`src/rtl/ctrl_pipe_pkg.sv`:
```
package ctrl_pipe_pkg;
  localparam int OPC_W    = 6;
  localparam int ALU_OP_W = 2;

  localparam logic [OPC_W-1:0] OPC_RR  = 6'h00;
  localparam logic [OPC_W-1:0] OPC_LD  = 6'h23;
  localparam logic [OPC_W-1:0] OPC_ST  = 6'h2B;
  localparam logic [OPC_W-1:0] OPC_BEQ = 6'h04;

  localparam logic [ALU_OP_W-1:0] ALU_ADD  = 2'b00;
  localparam logic [ALU_OP_W-1:0] ALU_SUB  = 2'b01;
  localparam logic [ALU_OP_W-1:0] ALU_FUNC = 2'b10;

  typedef struct packed {
    logic                reg_dst;
    logic [ALU_OP_W-1:0] alu_op;
    logic                alu_src;
    logic                branch;
  } ex_ctrl_t;

  typedef struct packed {
    logic mem_rd;
    logic mem_wr;
  } mem_ctrl_t;

  typedef struct packed {
    logic reg_wr;
    logic mem_to_reg;
  } wb_ctrl_t;

  typedef struct packed {
    ex_ctrl_t  ex;
    mem_ctrl_t mem;
    wb_ctrl_t  wb;
  } id_ex_t;

  typedef struct packed {
    mem_ctrl_t mem;
    wb_ctrl_t  wb;
  } ex_mem_t;

  typedef struct packed {
    wb_ctrl_t wb;
  } mem_wb_t;
endpackage

```
`src/rtl/ctrl_decode.sv`:
```
module ctrl_decode
  import ctrl_pipe_pkg::*;
(
  input  logic [OPC_W-1:0] opc_i,
  output id_ex_t           ctrl_o
);
  always_comb begin
    ctrl_o = '0;
    case (opc_i)
      OPC_RR: begin
        ctrl_o.ex.reg_dst = 1'b1;
        ctrl_o.ex.alu_op  = ALU_FUNC;
        ctrl_o.wb.reg_wr  = 1'b1;
      end
      OPC_LD: begin
        ctrl_o.ex.alu_op     = ALU_ADD;
        ctrl_o.ex.alu_src    = 1'b1;
        ctrl_o.mem.mem_rd    = 1'b1;
        ctrl_o.wb.reg_wr     = 1'b1;
        ctrl_o.wb.mem_to_reg = 1'b1;
      end
      OPC_ST: begin
        ctrl_o.ex.alu_op  = ALU_ADD;
        ctrl_o.ex.alu_src = 1'b1;
        ctrl_o.mem.mem_wr = 1'b1;
      end
      OPC_BEQ: begin
        ctrl_o.ex.alu_op = ALU_SUB;
        ctrl_o.ex.branch = 1'b1;
      end
      default: ctrl_o = '0;
    endcase
  end
endmodule

```
`src/rtl/ctrl_stage_reg.sv`:
```
module ctrl_stage_reg #(
  parameter int W = 1
) (
  input  logic         clk_i,
  input  logic         rst_ni,
  input  logic [W-1:0] d_i,
  output logic [W-1:0] q_o
);
  always_ff @(posedge clk_i or negedge rst_ni) begin
    if (!rst_ni) q_o <= '0;
    else         q_o <= d_i;
  end
endmodule

```
`src/rtl/ctrl_pipe.sv`:
```
module ctrl_pipe
  import ctrl_pipe_pkg::*;
(
  input  logic                clk_i,
  input  logic                rst_ni,
  input  logic                flush_i,
  input  logic [OPC_W-1:0]    opcode_i,
  output logic                id_ex_reg_dst_o,
  output logic [ALU_OP_W-1:0] id_ex_alu_op_o,
  output logic                id_ex_alu_src_o,
  output logic                id_ex_branch_o,
  output logic                id_ex_mem_rd_o,
  output logic                id_ex_mem_wr_o,
  output logic                id_ex_reg_wr_o,
  output logic                id_ex_mem_to_reg_o,
  output logic                ex_mem_mem_rd_o,
  output logic                ex_mem_mem_wr_o,
  output logic                ex_mem_reg_wr_o,
  output logic                ex_mem_mem_to_reg_o,
  output logic                mem_wb_reg_wr_o,
  output logic                mem_wb_mem_to_reg_o
);
  localparam int IDEX_W  = $bits(id_ex_t);
  localparam int EXMEM_W = $bits(ex_mem_t);
  localparam int MEMWB_W = $bits(mem_wb_t);

  id_ex_t  dec_ctrl, id_ex_d, id_ex_q;
  ex_mem_t ex_mem_d, ex_mem_q;
  mem_wb_t mem_wb_d, mem_wb_q;

  ctrl_decode u_dec (.opc_i(opcode_i), .ctrl_o(dec_ctrl));

  // bubble: nothing state-changing enters execute
  assign id_ex_d = flush_i ? '0 : dec_ctrl;

  // execute group retires at this boundary
  assign ex_mem_d.mem = id_ex_q.mem;
  assign ex_mem_d.wb  = id_ex_q.wb;

  // memory group retires at this boundary
  assign mem_wb_d.wb  = ex_mem_q.wb;

  ctrl_stage_reg #(.W(IDEX_W)) u_id_ex (
    .clk_i(clk_i), .rst_ni(rst_ni), .d_i(id_ex_d), .q_o(id_ex_q)
  );
  ctrl_stage_reg #(.W(EXMEM_W)) u_ex_mem (
    .clk_i(clk_i), .rst_ni(rst_ni), .d_i(ex_mem_d), .q_o(ex_mem_q)
  );
  ctrl_stage_reg #(.W(MEMWB_W)) u_mem_wb (
    .clk_i(clk_i), .rst_ni(rst_ni), .d_i(mem_wb_d), .q_o(mem_wb_q)
  );

  assign id_ex_reg_dst_o     = id_ex_q.ex.reg_dst;
  assign id_ex_alu_op_o      = id_ex_q.ex.alu_op;
  assign id_ex_alu_src_o     = id_ex_q.ex.alu_src;
  assign id_ex_branch_o      = id_ex_q.ex.branch;
  assign id_ex_mem_rd_o      = id_ex_q.mem.mem_rd;
  assign id_ex_mem_wr_o      = id_ex_q.mem.mem_wr;
  assign id_ex_reg_wr_o      = id_ex_q.wb.reg_wr;
  assign id_ex_mem_to_reg_o  = id_ex_q.wb.mem_to_reg;
  assign ex_mem_mem_rd_o     = ex_mem_q.mem.mem_rd;
  assign ex_mem_mem_wr_o     = ex_mem_q.mem.mem_wr;
  assign ex_mem_reg_wr_o     = ex_mem_q.wb.reg_wr;
  assign ex_mem_mem_to_reg_o = ex_mem_q.wb.mem_to_reg;
  assign mem_wb_reg_wr_o     = mem_wb_q.wb.reg_wr;
  assign mem_wb_mem_to_reg_o = mem_wb_q.wb.mem_to_reg;

  // assertions
  logic past_vld;
  always_ff @(posedge clk_i or negedge rst_ni) begin
    if (!rst_ni) past_vld <= 1'b0;
    else         past_vld <= 1'b1;
  end

  p_ex_mem_follows_r7: assert property (@(posedge clk_i) disable iff (!rst_ni)
    past_vld |-> (ex_mem_q.mem == $past(id_ex_q.mem)) && (ex_mem_q.wb == $past(id_ex_q.wb)));

  p_mem_wb_follows_r8: assert property (@(posedge clk_i) disable iff (!rst_ni)
    past_vld |-> mem_wb_q.wb == $past(ex_mem_q.wb));

  p_bubble_clear_r6: assert property (@(posedge clk_i) disable iff (!rst_ni)
    past_vld && $past(flush_i) |-> id_ex_q == '0);

  p_rd_wr_excl_r3: assert property (@(posedge clk_i) disable iff (!rst_ni)
    !(id_ex_q.mem.mem_rd && id_ex_q.mem.mem_wr) && !(ex_mem_q.mem.mem_rd && ex_mem_q.mem.mem_wr));

  p_branch_no_write_r4: assert property (@(posedge clk_i) disable iff (!rst_ni)
    id_ex_q.ex.branch |-> !id_ex_q.wb.reg_wr && !id_ex_q.mem.mem_wr);

  p_unknown_zero_r5: assert property (@(posedge clk_i) disable iff (!rst_ni)
    past_vld && !$past(opcode_i == OPC_RR || opcode_i == OPC_LD ||
                       opcode_i == OPC_ST || opcode_i == OPC_BEQ) |-> id_ex_q == '0);
endmodule

```
`config.mk`:
```
export PLATFORM = sky130hd
export DESIGN_NAME = ctrl_pipe
export DESIGN_NICKNAME = d
export VERILOG_FILES = /design/src/rtl/ctrl_pipe_pkg.sv /design/src/rtl/ctrl_decode.sv /design/src/rtl/ctrl_stage_reg.sv /design/src/rtl/ctrl_pipe.sv
export SDC_FILE = /design/constraint.sdc
export NUM_CORES = 1
export LEC_CHECK = 0
export ABC_CLOCK_PERIOD_IN_PS = 800
export CAP_MARGIN = 20
export CORE_AREA = 5 5 42 44
export CTS_CLUSTER_SIZE = 40
export DETAILED_ROUTE_END_ITERATION = 10
export DIE_AREA = 0 0 47 49
export DONT_BUFFER_PORTS = 1
export SLEW_MARGIN = 20
export SYNTH_ARGS = -nofsm -noshare
export SYNTH_HDL_FRONTEND = slang
export SYNTH_SLANG_ARGS = --single-unit
```
`constraint.sdc`:
```
create_clock -name clk_i -period 0.8 [get_ports clk_i]
set_input_delay 0 -clock clk_i [delete_from_list [all_inputs] [get_ports clk_i]]
set_output_delay 0 -clock clk_i [all_outputs]
set_load 0.01 [all_outputs]
```
# == Word-level counts from Yosys, hierarchy flattened ==
# Cells that the tools add are included.
# word_totals
ff_bits,15
latchBits,0
mem_bits_rw,0
mem_bits_ro,0
wordCells,17
mem_count,0
# op_classes
add_sub_neg,0
n_mul,0
n_div,0
n_lt_le_gt_ge,0
eq_ne,3
shifts,0
muxes,8
n_bitwise,0
reduce_logical,3
# op_table
cell,count
$eq A6 B6 Y1 const B,2
$mux W9,1
$eq A6 B3 Y1 const B,1
$logic_not A6 Y1,1
$mux W1,6
$pmux W2 S2,1
$reduce_or A2 Y1,2

# == Logic depth before layout (Yosys ltp) ==
# Gate-level depths: netlist (run 1).
# depth
word_depth,4
mapped_depth,2

# == Modules after synthesis ==
# From an unflattened synthesis (run 1), not the netlist that was laid out.
# hier_totals
cells_unflattened,37
hier_area_um2,531.8
# modules_own_cells
module,n_inst,cells_per_inst,area_each_um2
ctrl_stage_reg at u_id_ex,1,9,225.2
ctrl_decode,1,13,100.1
ctrl_stage_reg at u_ex_mem,1,4,100.1
ctrl_pipe,1,9,56.3
ctrl_stage_reg at u_mem_wb,1,2,50.0

# == Worst setup path after synthesis (run 1) ==
# Ideal clock, no wire load.
# synth_timing
path_type,input-to-reg
startpoint,input port opcode_i[0]
endpoint,register u_id_ex.q_o[4]
t_arrival_ps,753
t_required_ps,695
path_slack_ps,-58
cell_stages,2
path_buffers,0
path_cell_list,or4_4 nor4b_1
# synth_lines
item,line_no,text
"start, declared",ctrl_pipe.sv:7,"input logic [OPC_W-1:0] opcode_i,"
"end signal, assigned",ctrl_stage_reg.sv:11,else q_o <= d_i;
"end, declared",ctrl_stage_reg.sv:7,output logic [W-1:0] q_o

# == Final worst setup path (run 1) ==
# layout_timing
startpoint,register u_ex_mem.q_o[0]
endpoint,output port ex_mem_mem_to_reg_o
# layout_lines
item,line_no,text
"start, declared",ctrl_stage_reg.sv:7,
"start signal, assigned",ctrl_stage_reg.sv:11,
"end, declared",ctrl_pipe.sv:19,"output logic ex_mem_mem_to_reg_o,"
# No word-level cell between the ends.

==> results of run 1 <==
final cells by class:
cell class / instances / area (sq um)
fill: 146 / 921
sequential: 12 / 300
multi-input combinational: 10 / 87.6
timing repair buffer: 5 / 50.0
clock buffer: 3 / 22.5
tap: 16 / 20.0
synthesized netlist by cell type:
| library cell | count | area share |
|---|---|---|
| dfrtp_1 | 12 | 0.76 |
| buf_4 | 3 | 0.057 |
| nor4b_1 | 3 | 0.067 |
| nor2_1 | 2 | 0.019 |
| a21oi_1 | 1 | 0.013 |
| nand4b_1 | 1 | 0.022 |
| nor3_1 | 1 | 0.013 |
| or3_1 | 1 | 0.016 |
| or4_4 | 1 | 0.029 |
logic make-up (layout without fill, tap and decap cells):
kind of cell	count (synthesis)	after routing	share of synthesized area
flops	12	12	0.764
simple gates	9	9	0.166
buf+inv	3	8	0.0573
compound gates	1	1	0.0127
sequential cells by signal (all words and copies together) (netlist names):
| register | cells |
|---|---|
| u_id_ex.q_o | 7 |
| u_ex_mem.q_o | 3 |
| u_mem_wb.q_o | 2 |
routing by layer:
metal | global-route usage | share of wire | vias to the layer above
met3 | 0.0295 | 0.16 | 2
li1 | - | - | 95
met2 | 0.0928 | 0.45 | 16
met4 | 0.111 | 0.039 | 0
met5 | 0 | 0 | -
met1 | 0.0618 | 0.35 | 103
worst min-delay path by stage:
stage | start | endpoint | slack, ns | cells past startpoint
final | opcode_i[3] | u_id_ex.q_o[6] | -0.21 | 1
after global routing | opcode_i[3] | u_id_ex.q_o[6] | -0.22 | 1
after CTS | opcode_i[3] | u_id_ex.q_o[6] | -0.21 | 1
after detailed placement | rst_ni | u_ex_mem.q_o[2] | -0.30 | 0
after global placement | rst_ni | u_mem_wb.q_o[1] | -0.30 | 0
after floorplan | rst_ni | u_ex_mem.q_o[0] | -0.30 | 0
repair_timing:
action | in CTS | in global routing
gates resized for setup | 2 | 1
cloned | 0 | 0
setup endpoints to repair | 4 | 5
setup buffers | 0 | 1
endpoints found under the hold margin | 19 | 6
power by group through the flow:
stage               registers [uW]  logic, uW  clock network [uW]
global route                   615       35.4                 381
finish                         615       32.4                 345
CTS                            615       30.9                 366
global placement               627       14.8                   0
floorplan                      627       14.0                   0
detailed placement             627       15.2                   0
per-stage QoR:
stage | util | setup TNS (ns) | cells | setup slack [ns]
finish | 0.343 | 0 | 46 | 0.0217
global route | 0.343 | -0.0263 | 46 | -0.00752
global placement | 0.298 | -0.134 | 40 | -0.0672
CTS | 0.334 | 0 | 45 | 0.00363
floorplan | - | -0.0785 | 25 | -0.0393
detailed placement | 0.298 | -0.226 | 40 | -0.119
==> impl_metrics.json, run 1 <==
{
  "cts_num_sinks": 12,
  "power.density_nw_per_um2": 2070,
  "ys_types": 9,
  "reg2reg_to": "u_ex_mem.q_o[2]",
  "vdd_ir_drop_max_uv": 568,
  "grt_max_degree": 13,
  "crit_family": "flip-flops",
  "avgRoutedWirePerCell_um": 15.6,
  "leakage_uw": 0.000222,
  "power_frac_clock": 0.347,
  "finalInstanceArea_sq_um": 480,
  "synthCells": 25,
  "p_sw_uw": 193,
  "path_max_fanout": 2,
  "cp-end-kind": "output pin",
  "rr_worst_depth": 0,
  "clk_latency_ns": 0.26,
  "crit-reg2reg-launch": "u_id_ex.q_o[2]",
  "die_w_um": 47,
  "r2r_setup_slack_ns": 0.25,
  "portBuffers": 0,
  "rows": 14,
  "critPathKind": "reg2out",
  "drv_cap": 0,
  "die_y_um": 49,
  "start_kind": "flop",
  "first_pass_iters": 1,
  "grt_antenna_before_repair": 0,
  "yosysSeqAreaShare": 0.764,
  "finalWirelength_um": 717,
  "grt_pass1_wl_mm": 1.04,
  "place_area_sq_um": 418,
  "viasPerCell": 4.70,
  "finalPower_uw": 992,
  "path_clk_slew_ns": 0.07,
  "slew_viol_final": 0,
  "core_sq_um": 1400,
  "grt_pass1_vias": 258,
  "vias": 216,
  "finalSetupViolCount": 0,
  "internal_power_uw": 799,
  "endpoint": "ex_mem_mem_to_reg_o",
  "fin_crit_sh": 0.973,
  "grt_overflow": 0,
  "worstPathArrival_ns": 0.78,
  "ios": 24,
  "final_common_cell": "dfrtp_1",
  "min_period_ns": 0.778,
  "hold_buffers": 2,
  "combPwrFrac": 0.033,
  "antenna_left": 0,
  "clock_path_buffers": 2,
  "crit_cells": 1,
  "status": "finished with violations",
  "power_switching_share": 0.194,
  "cpPeakStageDelay_ns": 0.39,
  "h-tree-depth": 1,
  "final_nets": 41,
  "grt_setup_unrepaired": "true",
  "initial_core_util": 0.280,
  "path_cells": "buf_6",
  "yosysWarnings": 0,
  "drive_above_1_share": 0.333,
  "mostFrequentLayoutCells": "dfrtp_1 (12), clkbuf_4 (3)",
  "avgSynthCellArea_sq_um": 15.7,
  "syn_area_sq_um": 393,
  "hold_viol_final": 6,
  "critPathBufInv": 1,
  "grt_usage": 0.0713,
  "cts_buffers": 3,
  "design.die.area_sq_um": 2300,
  "syn-num-nets": 34,
  "cts_tree": "done",
  "crit_path_top_delay_cell": "dfrtp_1",
  "place_congestion": 0.742,
  "pwr-share-seq": 0.620,
  "violations": "hold timing",
  "root_buffer": "clkbuf_4",
  "finClkSkew_ns": 0.00459,
  "syn_to_final_growth_pct": 22.3,
  "dp_hpwl_um": 538,
  "worstPathRequired_ns": 0.80,
  "tightest_slew_ns": 0.507,
  "first_iter_violations": 0,
  "relSlewSlack": 0.661,
  "drc": 0,
  "crit_start": "u_ex_mem.q_o[0]",
  "max_freq_mhz": 1280,
  "synth_seq_cells": 12,
  "diodes": 0,
  "holdWs_ns": -0.205,
  "hold_class": "in2reg"
}
No activity file was read; power rests on OpenSTA's default activity.
==> run 2, diff against run 1 <==
--- a/config.mk
+++ b/config.mk
@@ -7,11 +7,14 @@
 export LEC_CHECK = 0
 export ABC_CLOCK_PERIOD_IN_PS = 800
 export CAP_MARGIN = 20
+export CELL_PAD_IN_SITES_DETAIL_PLACEMENT = 1
+export CELL_PAD_IN_SITES_GLOBAL_PLACEMENT = 1
 export CORE_AREA = 5 5 42 44
 export CTS_CLUSTER_SIZE = 40
 export DETAILED_ROUTE_END_ITERATION = 10
 export DIE_AREA = 0 0 47 49
 export DONT_BUFFER_PORTS = 1
+export PLACE_DENSITY_LB_ADDON = 0.1
 export SLEW_MARGIN = 20
 export SYNTH_ARGS = -nofsm -noshare
 export SYNTH_HDL_FRONTEND = slang
==> impl_metrics.json, run 2 (same netlist as run 1, synthesis figures left out) <==
{
  "design.die.area_sq_um": 2300,
  "critPathKind": "reg2out",
  "largest_reg_flops": 7,
  "cp-end-kind": "output pin",
  "avgRoutedWirePerCell_um": 17.6,
  "fin_cells": 49,
  "power.density_nw_per_um2": 2240,
  "hold_path_end": "u_id_ex.q_o[4]",
  "cts_num_sinks": 12,
  "crit-reg2reg-launch": "u_id_ex.q_o[3]",
  "grt_pass1_wl_mm": 1.36,
  "min_path_cells": 1,
  "crit_family": "flip-flops",
  "path_cells": "buf_6",
  "largestRegisters": "u_id_ex.q_o: 7 flops, u_ex_mem.q_o: 3 flops, u_mem_wb.q_o: 2 flops",
  "crit_cells": 1,
  "fin_crit_sh": 0.999,
  "cts_tree": "done",
  "final_common_cell": "dfrtp_1",
  "first_iter_violations": 2,
  "vias": 237,
  "worstPathArrival_ns": 0.80,
  "min_period_ns": 0.800,
  "clk_latency_ns": 0.27,
  "grt_antenna_before_repair": 0,
  "clock_path_buffers": 2,
  "hold_viol_final": 7,
  "finalWirelength_um": 860,
  "grt_usage": 0.0946,
  "cpPeakStageDelay_ns": 0.39,
  "violations": "hold timing",
  "drive_above_1_share": 0.394,
  "hold_class": "in2reg",
  "relSlewSlack": 0.655,
  "viasPerCell": 4.84,
  "mostFrequentLayoutCells": "dfrtp_1 (12), buf_4 (4), clkbuf_4 (3)",
  "finalInstanceArea_sq_um": 502,
  "syn_to_final_growth_pct": 27.7,
  "path_max_fanout": 2,
  "place_area_sq_um": 425,
  "start_kind": "flop",
  "grt_max_degree": 13,
  "rows": 14,
  "path_clk_slew_ns": 0.07,
  "status": "finished with violations",
  "root_buffer": "clkbuf_4",
  "first_pass_iters": 4,
  "die_y_um": 49,
  "leakage_uw": 0.000238,
  "crit_path_top_delay_cell": "dfrtp_1",
  "drv_cap": 0,
  "finClkSkew_ns": 0.000862,
  "max_freq_mhz": 1250,
  "place_congestion": 0.642,
  "reg2reg_to": "u_ex_mem.q_o[0]",
  "r2r_setup_slack_ns": 0.06,
  "critPathBufInv": 1,
  "worstHoldStart": "opcode_i[3]",
  "finalSetupViolCount": 0,
  "dp_hpwl_um": 673,
  "grt_setup_unrepaired": "true",
  "holdWs_ns": -0.219,
  "cts_buffers": 3,
  "largest-register": "u_id_ex.q_o",
  "h-tree-depth": 1,
  "tightest_slew_ns": 0.516,
  "slew_viol_final": 0,
  "ios": 24,
  "rr_worst_depth": 2,
  "dp.cells": 41,
  "die_w_um": 47,
  "fillers": 150,
  "grt_overflow": 0,
  "initial_core_util": 0.280,
  "crit_start": "u_id_ex.q_o[3]",
  "final_nets": 43,
  "diodes": 0,
  "drc": 0,
  "core_sq_um": 1400,
  "fin_setup_tns_ns": 0,
  "worstPathRequired_ns": 0.80,
  "antenna_left": 0,
  "vdd_ir_drop_max_uv": 617,
  "portBuffers": 0,
  "hold_buffers": 1,
  "grt_pass1_vias": 279
}
-- run 2: cell types whose count changed in the layout (fill, tap and decap cells not counted), sizes merged --
cell	previous run	this run
buf	3	6
dlygate4sd3	2	1
clkbuf	3	4
-- run 2: cell type report --
class                   count  area (sq um)  area share
multi-input cells          10          82.6       0.165
clock buffers               4          36.3      0.0723
well taps                  16          20.0      0.0399
repair buffers              7          62.6       0.125
flip-flops and latches     12           300       0.599
-- run 2: worst max path at each step --
| stage | endpoint |
|---|---|
| floorplan | u_id_ex.q_o[4] |
| global placement | u_id_ex.q_o[4] |
| finish | id_ex_mem_rd_o |
| detailed placement | u_id_ex.q_o[6] |
| CTS | ex_mem_mem_rd_o |
| global route | ex_mem_mem_rd_o |
-- run 2: per-layer routing --
metal,global-route usage,vias to the layer above,wire length (um),part of all wire
met2,0.138,22,451,0.52
met4,0.138,0,63,0.073
li1,-,100,-,-
met5,0,-,0,0
met1,0.0816,110,222,0.26
met3,0.0221,5,123,0.14
-- run 2: what timing repair did --
item                                    CTS  global route
endpoints found under the setup margin    4             4
pin swaps                                 0             0
gates resized for setup                   2             0
hold endpoints to repair                 19             7
gates cloned                              0             0
buffers inserted                          2             1
-- run 2: where the power goes --
part | internal [uW] | switching [uW]
Clock | 277 | 199
Combinational | 15.3 | 17.4
Sequential | 610 | 4.56
-- run 2: through the flow --
| step | power, uW | utilization | hold WS, ns | worst slack [ns] |
|---|---|---|---|---|
| finish | 1120 | 0.358 | -0.219 | 0.000438 |
| global route | 1180 | 0.358 | -0.239 | -0.0391 |
| CTS | 1150 | 0.353 | -0.233 | -0.0141 |
| detailed placement | 645 | 0.304 | -0.295 | -0.112 |
| global placement | 644 | 0.304 | -0.295 | -0.105 |
| floorplan | 641 | - | -0.296 | -0.0393 |
